$ cat src/rtl/uart2fc_pkg.sv
package uart2fc_pkg;

  localparam int NCH       = 2;
  localparam int B_BCAST   = 7;
  localparam int B_RXEDGE  = 4;
  localparam int B_DTRFC   = 2;
  localparam int B_SRST    = 1;
  localparam int B_TSRWAIT = 0;

  typedef struct packed {
    logic bcast;
    logic rx_edge;
    logic dtr_fc;
    logic tsr_wait;
  } fc_cfg_t;

  function automatic fc_cfg_t cfg_from_byte(logic [7:0] d);
    fc_cfg_t c;
    c.bcast    = d[B_BCAST];
    c.rx_edge  = d[B_RXEDGE];
    c.dtr_fc   = d[B_DTRFC];
    c.tsr_wait = d[B_TSRWAIT];
    return c;
  endfunction

  function automatic logic [7:0] cfg_readback(fc_cfg_t c, logic busy);
    logic [7:0] r;
    r = 8'h00;
    r[B_BCAST]   = c.bcast;
    r[B_RXEDGE]  = c.rx_edge;
    r[B_DTRFC]   = c.dtr_fc;
    r[B_SRST]    = busy;
    r[B_TSRWAIT] = c.tsr_wait;
    return r;
  endfunction

endpackage

$ cat src/rtl/fc_ctl_reg.sv
module fc_ctl_reg
  import uart2fc_pkg::*;
#(
  parameter int ADDR_W = 4,
  parameter logic [ADDR_W-1:0] CTL_ADDR = '1,
  parameter int RST_CYCLES = 4
) (
  input  logic              clk,
  input  logic              rst_n,
  input  logic              wr_en,
  input  logic              wr_chan,
  input  logic [ADDR_W-1:0] wr_addr,
  input  logic [7:0]        wr_data,
  output fc_cfg_t           cfg,
  output logic [NCH-1:0]    chan_we,
  output logic [NCH-1:0]    soft_rst,
  output logic [NCH-1:0]    rst_trig,
  output logic [7:0]        rd_data
);
  localparam int CNT_W = $clog2(RST_CYCLES + 1);

  logic ctl_sel;
  logic ctl_hit;

  assign ctl_sel = (wr_addr == CTL_ADDR);
  assign ctl_hit = wr_en && ctl_sel;

  always_ff @(posedge clk or negedge rst_n) begin
    if (!rst_n)       cfg <= '0;
    else if (ctl_hit) cfg <= cfg_from_byte(wr_data);
  end

  for (genvar ch = 0; ch < NCH; ch++) begin : g_ch
    logic [CNT_W-1:0] cnt;
    logic             targeted;

    assign targeted     = cfg.bcast || (wr_chan == 1'(ch));
    assign chan_we[ch]  = wr_en && !ctl_sel && targeted;
    assign rst_trig[ch] = ctl_hit && wr_data[B_SRST] && targeted;

    always_ff @(posedge clk or negedge rst_n) begin
      if (!rst_n)            cnt <= '0;
      else if (rst_trig[ch]) cnt <= CNT_W'(RST_CYCLES);
      else if (cnt != '0)    cnt <= cnt - 1'b1;
    end

    assign soft_rst[ch] = (cnt != '0);
  end

  assign rd_data = cfg_readback(cfg, |soft_rst);
endmodule

$ cat src/rtl/fc_sleep_ch.sv
module fc_sleep_ch (
  input  logic clk,
  input  logic rst_n,
  input  logic rx_pin,
  input  logic edge_mode,
  input  logic sleep_req,
  input  logic idle,
  input  logic soft_rst,
  output logic asleep,
  output logic enter_evt,
  output logic wake_evt
);
  logic rx_m, rx_s, rx_d;

  always_ff @(posedge clk or negedge rst_n) begin
    if (!rst_n) begin
      rx_m <= 1'b1;
      rx_s <= 1'b1;
      rx_d <= 1'b1;
    end else begin
      rx_m <= rx_pin;
      rx_s <= rx_m;
      rx_d <= rx_s;
    end
  end

  function automatic logic rx_wake(logic edge_m, logic now, logic prev);
    return edge_m ? (now ^ prev) : !now;
  endfunction

  assign enter_evt = !asleep && sleep_req && idle && (edge_mode || rx_s);
  assign wake_evt  = asleep && (!sleep_req || rx_wake(edge_mode, rx_s, rx_d));

  always_ff @(posedge clk or negedge rst_n) begin
    if (!rst_n)         asleep <= 1'b0;
    else if (soft_rst)  asleep <= 1'b0;
    else if (wake_evt)  asleep <= 1'b0;
    else if (enter_evt) asleep <= 1'b1;
  end
endmodule

$ cat src/rtl/fc_txe_ch.sv
module fc_txe_ch #(
  parameter int LVL_W = 8
) (
  input  logic             clk,
  input  logic             rst_n,
  input  logic [LVL_W-1:0] lvl,
  input  logic [LVL_W-1:0] trig,
  input  logic             tsr_idle,
  input  logic             tsr_wait,
  input  logic             tx_wr,
  input  logic             isr_rd,
  input  logic             soft_rst,
  output logic             irq,
  output logic             set_evt
);
  function automatic logic below_trig(logic [LVL_W-1:0] l, logic [LVL_W-1:0] t);
    return l < t;
  endfunction

  function automatic logic empty_ready(logic [LVL_W-1:0] l, logic idle, logic wait_sh);
    return (l == '0) && (idle || !wait_sh);
  endfunction

  logic below_now, empty_now, below_q, empty_q;

  assign below_now = below_trig(lvl, trig);
  assign empty_now = empty_ready(lvl, tsr_idle, tsr_wait);
  assign set_evt   = (below_now && !below_q) || (empty_now && !empty_q);

  always_ff @(posedge clk or negedge rst_n) begin
    if (!rst_n) begin
      below_q <= 1'b1;
      empty_q <= 1'b1;
    end else begin
      below_q <= below_now;
      empty_q <= empty_now;
    end
  end

  always_ff @(posedge clk or negedge rst_n) begin
    if (!rst_n)               irq <= 1'b0;
    else if (soft_rst)        irq <= 1'b0;
    else if (set_evt)         irq <= 1'b1;
    else if (tx_wr || isr_rd) irq <= 1'b0;
  end
endmodule

$ cat src/rtl/uart2_featctl.sv
module uart2_featctl
  import uart2fc_pkg::*;
#(
  parameter int ADDR_W = 4,
  parameter logic [ADDR_W-1:0] CTL_ADDR = 4'hF,
  parameter int RST_CYCLES = 4,
  parameter int LVL_W = 8
) (
  input  logic                       clk,
  input  logic                       rst_n,
  input  logic                       wr_en,
  input  logic                       wr_chan,
  input  logic [ADDR_W-1:0]          wr_addr,
  input  logic [7:0]                 wr_data,
  output logic [1:0]                 chan_we,
  output logic [7:0]                 ctl_rd_data,
  output logic [1:0]                 soft_rst,
  input  logic [1:0]                 fc_req,
  input  logic [1:0]                 mdm_rts,
  input  logic [1:0]                 mdm_dtr,
  output logic [1:0]                 rts_out,
  output logic [1:0]                 dtr_out,
  input  logic [1:0]                 cts_in,
  input  logic [1:0]                 dsr_in,
  output logic [1:0]                 fc_go,
  input  logic [1:0]                 rx_pin,
  input  logic [1:0]                 sleep_req,
  input  logic [1:0]                 rx_fifo_empty,
  input  logic [1:0]                 tsr_idle,
  input  logic [1:0]                 irq_pending,
  output logic [1:0]                 asleep,
  input  logic [1:0][LVL_W-1:0]      tx_lvl,
  input  logic [1:0][LVL_W-1:0]      tx_trig,
  input  logic [1:0]                 tx_wr,
  input  logic [1:0]                 isr_rd,
  output logic [1:0]                 txe_irq
);
  fc_cfg_t        cfg;
  logic [NCH-1:0] rst_trig;
  logic [NCH-1:0] sleep_enter;
  logic [NCH-1:0] sleep_wake;
  logic [NCH-1:0] txe_set;
  logic [NCH-1:0] ch_idle;

  fc_ctl_reg #(
    .ADDR_W(ADDR_W), .CTL_ADDR(CTL_ADDR), .RST_CYCLES(RST_CYCLES)
  ) u_reg (
    .clk(clk), .rst_n(rst_n), .wr_en(wr_en), .wr_chan(wr_chan),
    .wr_addr(wr_addr), .wr_data(wr_data), .cfg(cfg), .chan_we(chan_we),
    .soft_rst(soft_rst), .rst_trig(rst_trig), .rd_data(ctl_rd_data)
  );

  for (genvar ch = 0; ch < NCH; ch++) begin : g_ch
    always_comb begin
      if (cfg.dtr_fc) begin
        dtr_out[ch] = fc_req[ch];
        rts_out[ch] = mdm_rts[ch];
        fc_go[ch]   = dsr_in[ch];
      end else begin
        rts_out[ch] = fc_req[ch];
        dtr_out[ch] = mdm_dtr[ch];
        fc_go[ch]   = cts_in[ch];
      end
    end

    assign ch_idle[ch] = (tx_lvl[ch] == '0) && tsr_idle[ch] &&
                         rx_fifo_empty[ch] && !irq_pending[ch];

    fc_sleep_ch u_sleep (
      .clk(clk), .rst_n(rst_n), .rx_pin(rx_pin[ch]), .edge_mode(cfg.rx_edge),
      .sleep_req(sleep_req[ch]), .idle(ch_idle[ch]), .soft_rst(soft_rst[ch]),
      .asleep(asleep[ch]), .enter_evt(sleep_enter[ch]), .wake_evt(sleep_wake[ch])
    );

    fc_txe_ch #(.LVL_W(LVL_W)) u_txe (
      .clk(clk), .rst_n(rst_n), .lvl(tx_lvl[ch]), .trig(tx_trig[ch]),
      .tsr_idle(tsr_idle[ch]), .tsr_wait(cfg.tsr_wait), .tx_wr(tx_wr[ch]),
      .isr_rd(isr_rd[ch]), .soft_rst(soft_rst[ch]), .irq(txe_irq[ch]),
      .set_evt(txe_set[ch])
    );
  end
endmodule

$ cat config.mk
export PLATFORM = sky130hd
export DESIGN_NAME = uart2_featctl
export DESIGN_NICKNAME = d
export VERILOG_FILES = /design/src/rtl/uart2fc_pkg.sv /design/src/rtl/fc_ctl_reg.sv /design/src/rtl/fc_sleep_ch.sv /design/src/rtl/fc_txe_ch.sv /design/src/rtl/uart2_featctl.sv
export SDC_FILE = /design/constraint.sdc
export NUM_CORES = 1
export LEC_CHECK = 0
export BUFFER_PORTS_ARGS = -buffer_cell sky130_fd_sc_hd__buf_2
export CAP_MARGIN = 20
export CORE_UTILIZATION = 44
export CTS_CLUSTER_DIAMETER = 150
export DETAILED_ROUTE_END_ITERATION = 8
export GPL_TIMING_DRIVEN = 0
export PLACE_DENSITY_LB_ADDON = 0.1
export SKIP_LAST_GASP = 1
export SLEW_MARGIN = 15
export SYNTH_ARGS = -nofsm -noshare
export SYNTH_HDL_FRONTEND = slang
export SYNTH_SLANG_ARGS = --single-unit
$ cat constraint.sdc
create_clock -name clk -period 1.76 [get_ports clk]
set_input_delay 0.352 -clock clk [delete_from_list [all_inputs] [get_ports clk]]
set_output_delay 0.352 -clock clk [all_outputs]
set_load 0.05 [all_outputs]
==> impl_metrics.csv <==
group,metric,value,unit
floorplan,placementRows,21,
power,power_leakage,0.001275,uW
global_route,grt_pass1_wl,5830,um
setup_path,required,1.41,ns
route,vias,1508,
outcome,status,"complete, no violations",
power,pwr-share-seq,31.6,%
clock_network,cts_tree,"done",
sta,clock.fmax,574.4,MHz
clock_network,max-clock-path-buffers,2,
sta,hold_viol,0,
setup_path,crit_fanout,2,
synthesis,ys_warn_count,0,
flow_run,drv_cap,0,
setup_path,crit_path_max_incr_delay,0.40,ns
setup_path,crit_arrival,1.39,ns
setup_path,path_cells,"inv_2 -> ha_4 -> nor2b_4 -> buf_6 -> nand2_4 -> buf_8",
route,drt-vias-per-instance,4.698,
synthesis,syn_avg_cell_area,9.513,um^2
clock_network,cts_hold_buf,0,
min_path,hp-class,"in2async",
floorplan,start_util,47.73,%
sta,setup_viol,0,
sta,fin_worst_skew,0.005077,ns
layout,final_common_cell,"buf_2",
power,total_power,2477,uW
layout,fin_cells,321,
sta,slew_viol_final,0,
clock_network,cts.clk_slew.worst_paths,0.08,ns
synthesis,async_flop_share,100.0,%
sta,max_slew.worst_pin.slew,0.5130,ns
sta,period_share,98.92,%
global_route,grt_pass1_vias,1464,
power,pwr_density_cell,1049,nW/um^2
power,clkPwrFrac,14.5,%
floorplan,dieHeight,63.34,um
route,firstDrtPassIters,2,
power,peakVddDrop,0.6493,mV
global_route,grt_max_degree,25,
clock_network,root_buffer,"clkbuf_8",
route,drc,0,
synthesis,ys.flop_type,"dfrtp_1",
synthesis,synth_cell_types,35,
synthesis,synthesis.instances,174,
floorplan,core_area,3468,um^2
sta,rsz0062_at_grt,"yes",
layout,syn_to_final_growth,42.63,%
sta,finalSetupTns,0,ns
placement,place_hpwl,2815,um
synthesis,netlist_area,1655,um^2
global_route,grtUsageTotal,18.01,%
placement,gp_congestion,0.7683,
route,wl_per_cell,10.86,um
setup_path,cp-end-kind,"output port",
setup_path,worstSetupPathType,"reg2out",
power,p_comb_share,53.9,%
power,switching_power,980.9,uW
placement,dp_cells,309,
power,internal_power,1496,uW
synthesis,yosysSeqAreaShare,37.04,%
route,wirelength,3485,um
route,drtIter0Drc,27,
clock_network,cts_htree_levels,1,
floorplan,die_area,4011,um^2
synthesis,synth_seq_cells,24,
synthesis,synth_edf_count,0,
route,final_antenna_net_count,0,
floorplan,fp.dieW,63.34,um
layout,drive_above_1_share,53.45,%
setup_path,crit_slowest_cell,"dfrtp_1",
placement,port_buffers,87,
sta,min_period,1.741,ns
power,swShare,39.60,%
layout,nets,366,
clock_network,numCtsBuffers,3,
floorplan,pin_count,94,
clock_network,clock-sinks,24,
layout,diodes,0,
clock_network,clk_latency,0.26,ns
setup_path,startpoint_type,"flip-flop",
layout,most-common-layout-cells,"buf_2 (84), inv_1 (20), buf_4 (18)",
global_route,grt_remaining_overflow,0,
global_route,antenna_found_initial,0,
sta,slew-limit-headroom,65.80,%
registers in the layout (all words and copies together) (netlist names):
| signal | cells |
|---|---|
| g_ch.u_txe.below_q | 2 |
| g_ch.u_txe.irq | 2 |
| u_reg.g_ch.cnt | 6 |
| g_ch.u_sleep.rx_d | 2 |
| g_ch.u_txe.empty_q | 2 |
| g_ch.u_sleep.asleep | 2 |
| u_reg.cfg | 4 |
| g_ch.u_sleep.rx_s | 2 |
| g_ch.u_sleep.rx_m | 2 |
routing by layer:
layer / routed length [um] / global-route usage, %
met1: 1526 / 21.58
met2: 1791 / 33.38
met3: 159 / 2.536
met4: 8 / 4.261
met5: 0 / 0
area by class of cell:
class / count / area (um^2)
Fill cell: 302 / 1107
Timing Repair Buffer: 96 / 536.8
Buffer: 11 / 82.58
Tap cell: 46 / 57.56
Sequential cell: 24 / 614.3
Inverter: 26 / 102.6
Clock buffer: 4 / 55.05
Multi-Input combinational cell: 114 / 912.1
path summary, 6_finish.rpt:
kind                                                            to  cells after the start                             start  slack [ns]
max in group asynchronous                 u_reg.cfg[1]$_DFFE_PN0N_                      1                             rst_n        1.34
worst max-delay path                                ctl_rd_data[1]                      6  u_reg.g_ch[1].cnt[0]$_DFFE_PN0P_        0.02
worst min-delay path            g_ch[1].u_sleep.asleep$_DFFE_PN0P_                      1                             rst_n        0.05
min in group clk                    g_ch[0].u_sleep.rx_m$_DFF_PN1_                      1                         rx_pin[0]        0.19
worst max register to register       g_ch[1].u_txe.irq$_DFFE_PN0P_                      7  u_reg.g_ch[1].cnt[0]$_DFFE_PN0P_        0.22
worst min register to register      g_ch[0].u_sleep.rx_s$_DFF_PN1_                      0    g_ch[0].u_sleep.rx_m$_DFF_PN1_        0.36
logic make-up after synthesis:
kind of cell | count (synthesis) | share of synthesized area [%]
other | 1 | 0.2265
multiplexers | 11 | 7.331
flip-flops | 24 | 37.04
AO/OA/AOI/OAI | 26 | 11.64
adder cells (fa/ha/maj) | 18 | 13.61
AND/OR/NAND/NOR | 56 | 19.05
buffers and inverters | 38 | 11.11
cell usage after synthesis, drive strengths merged, types with 3 or more instances:
master	count	area [um^2]
inv	26	97.59
ha	18	225.2
buf	11	82.58
o21a	4	30.03
mux2	9	101.3
a21o	4	30.03
nor2b	4	30.03
nand2	16	60.06
nor4	6	80.07
nor2	17	66.32
o21ai	5	25.02
nand3	5	25.02
dfstp	10	262.8
dfrtp	14	350.3
a21oi	3	15.01
through the flow:
step / utilization, % / worst slack [ns] / area, um^2 / hold WS [ns]
floorplan: - / 0.02316 / 1667 / 0.05641
global placement: 62.27 / 0.01020 / 2160 / 0.3465
detailed placement: 62.27 / 0.01261 / 2160 / 0.3468
CTS: 65.48 / -0.05849 / 2271 / 0.06759
global route: 68.07 / -0.02985 / 2361 / 0.08561
finish: 68.07 / 0.01896 / 2361 / 0.05170
power by group through the flow:
stage	clock network (uW)	logic, uW	registers, uW
floorplan	0	782	782
global placement	0	1040	755
detailed placement	0	1060	762
CTS	370	1160	773
global route	397	1460	796
finish	360	1330	783
critical path, delay by kind of cell (launching register included):
family	cells	cell delay [ns]
buffers and inverters	3	0.36
adder cells (fa/ha/maj)	1	0.13
AND/OR/NAND/NOR	2	0.24
flip-flops	1	0.40
what timing repair did:
action	4_1_cts	5_1_grt
setup buffers	4	5
resized for setup	12	15
setup endpoints to repair	9	4
pin swaps	0	3
endpoints found under the hold margin	0	0
Note: power is estimated with default switching activity, not from simulation.
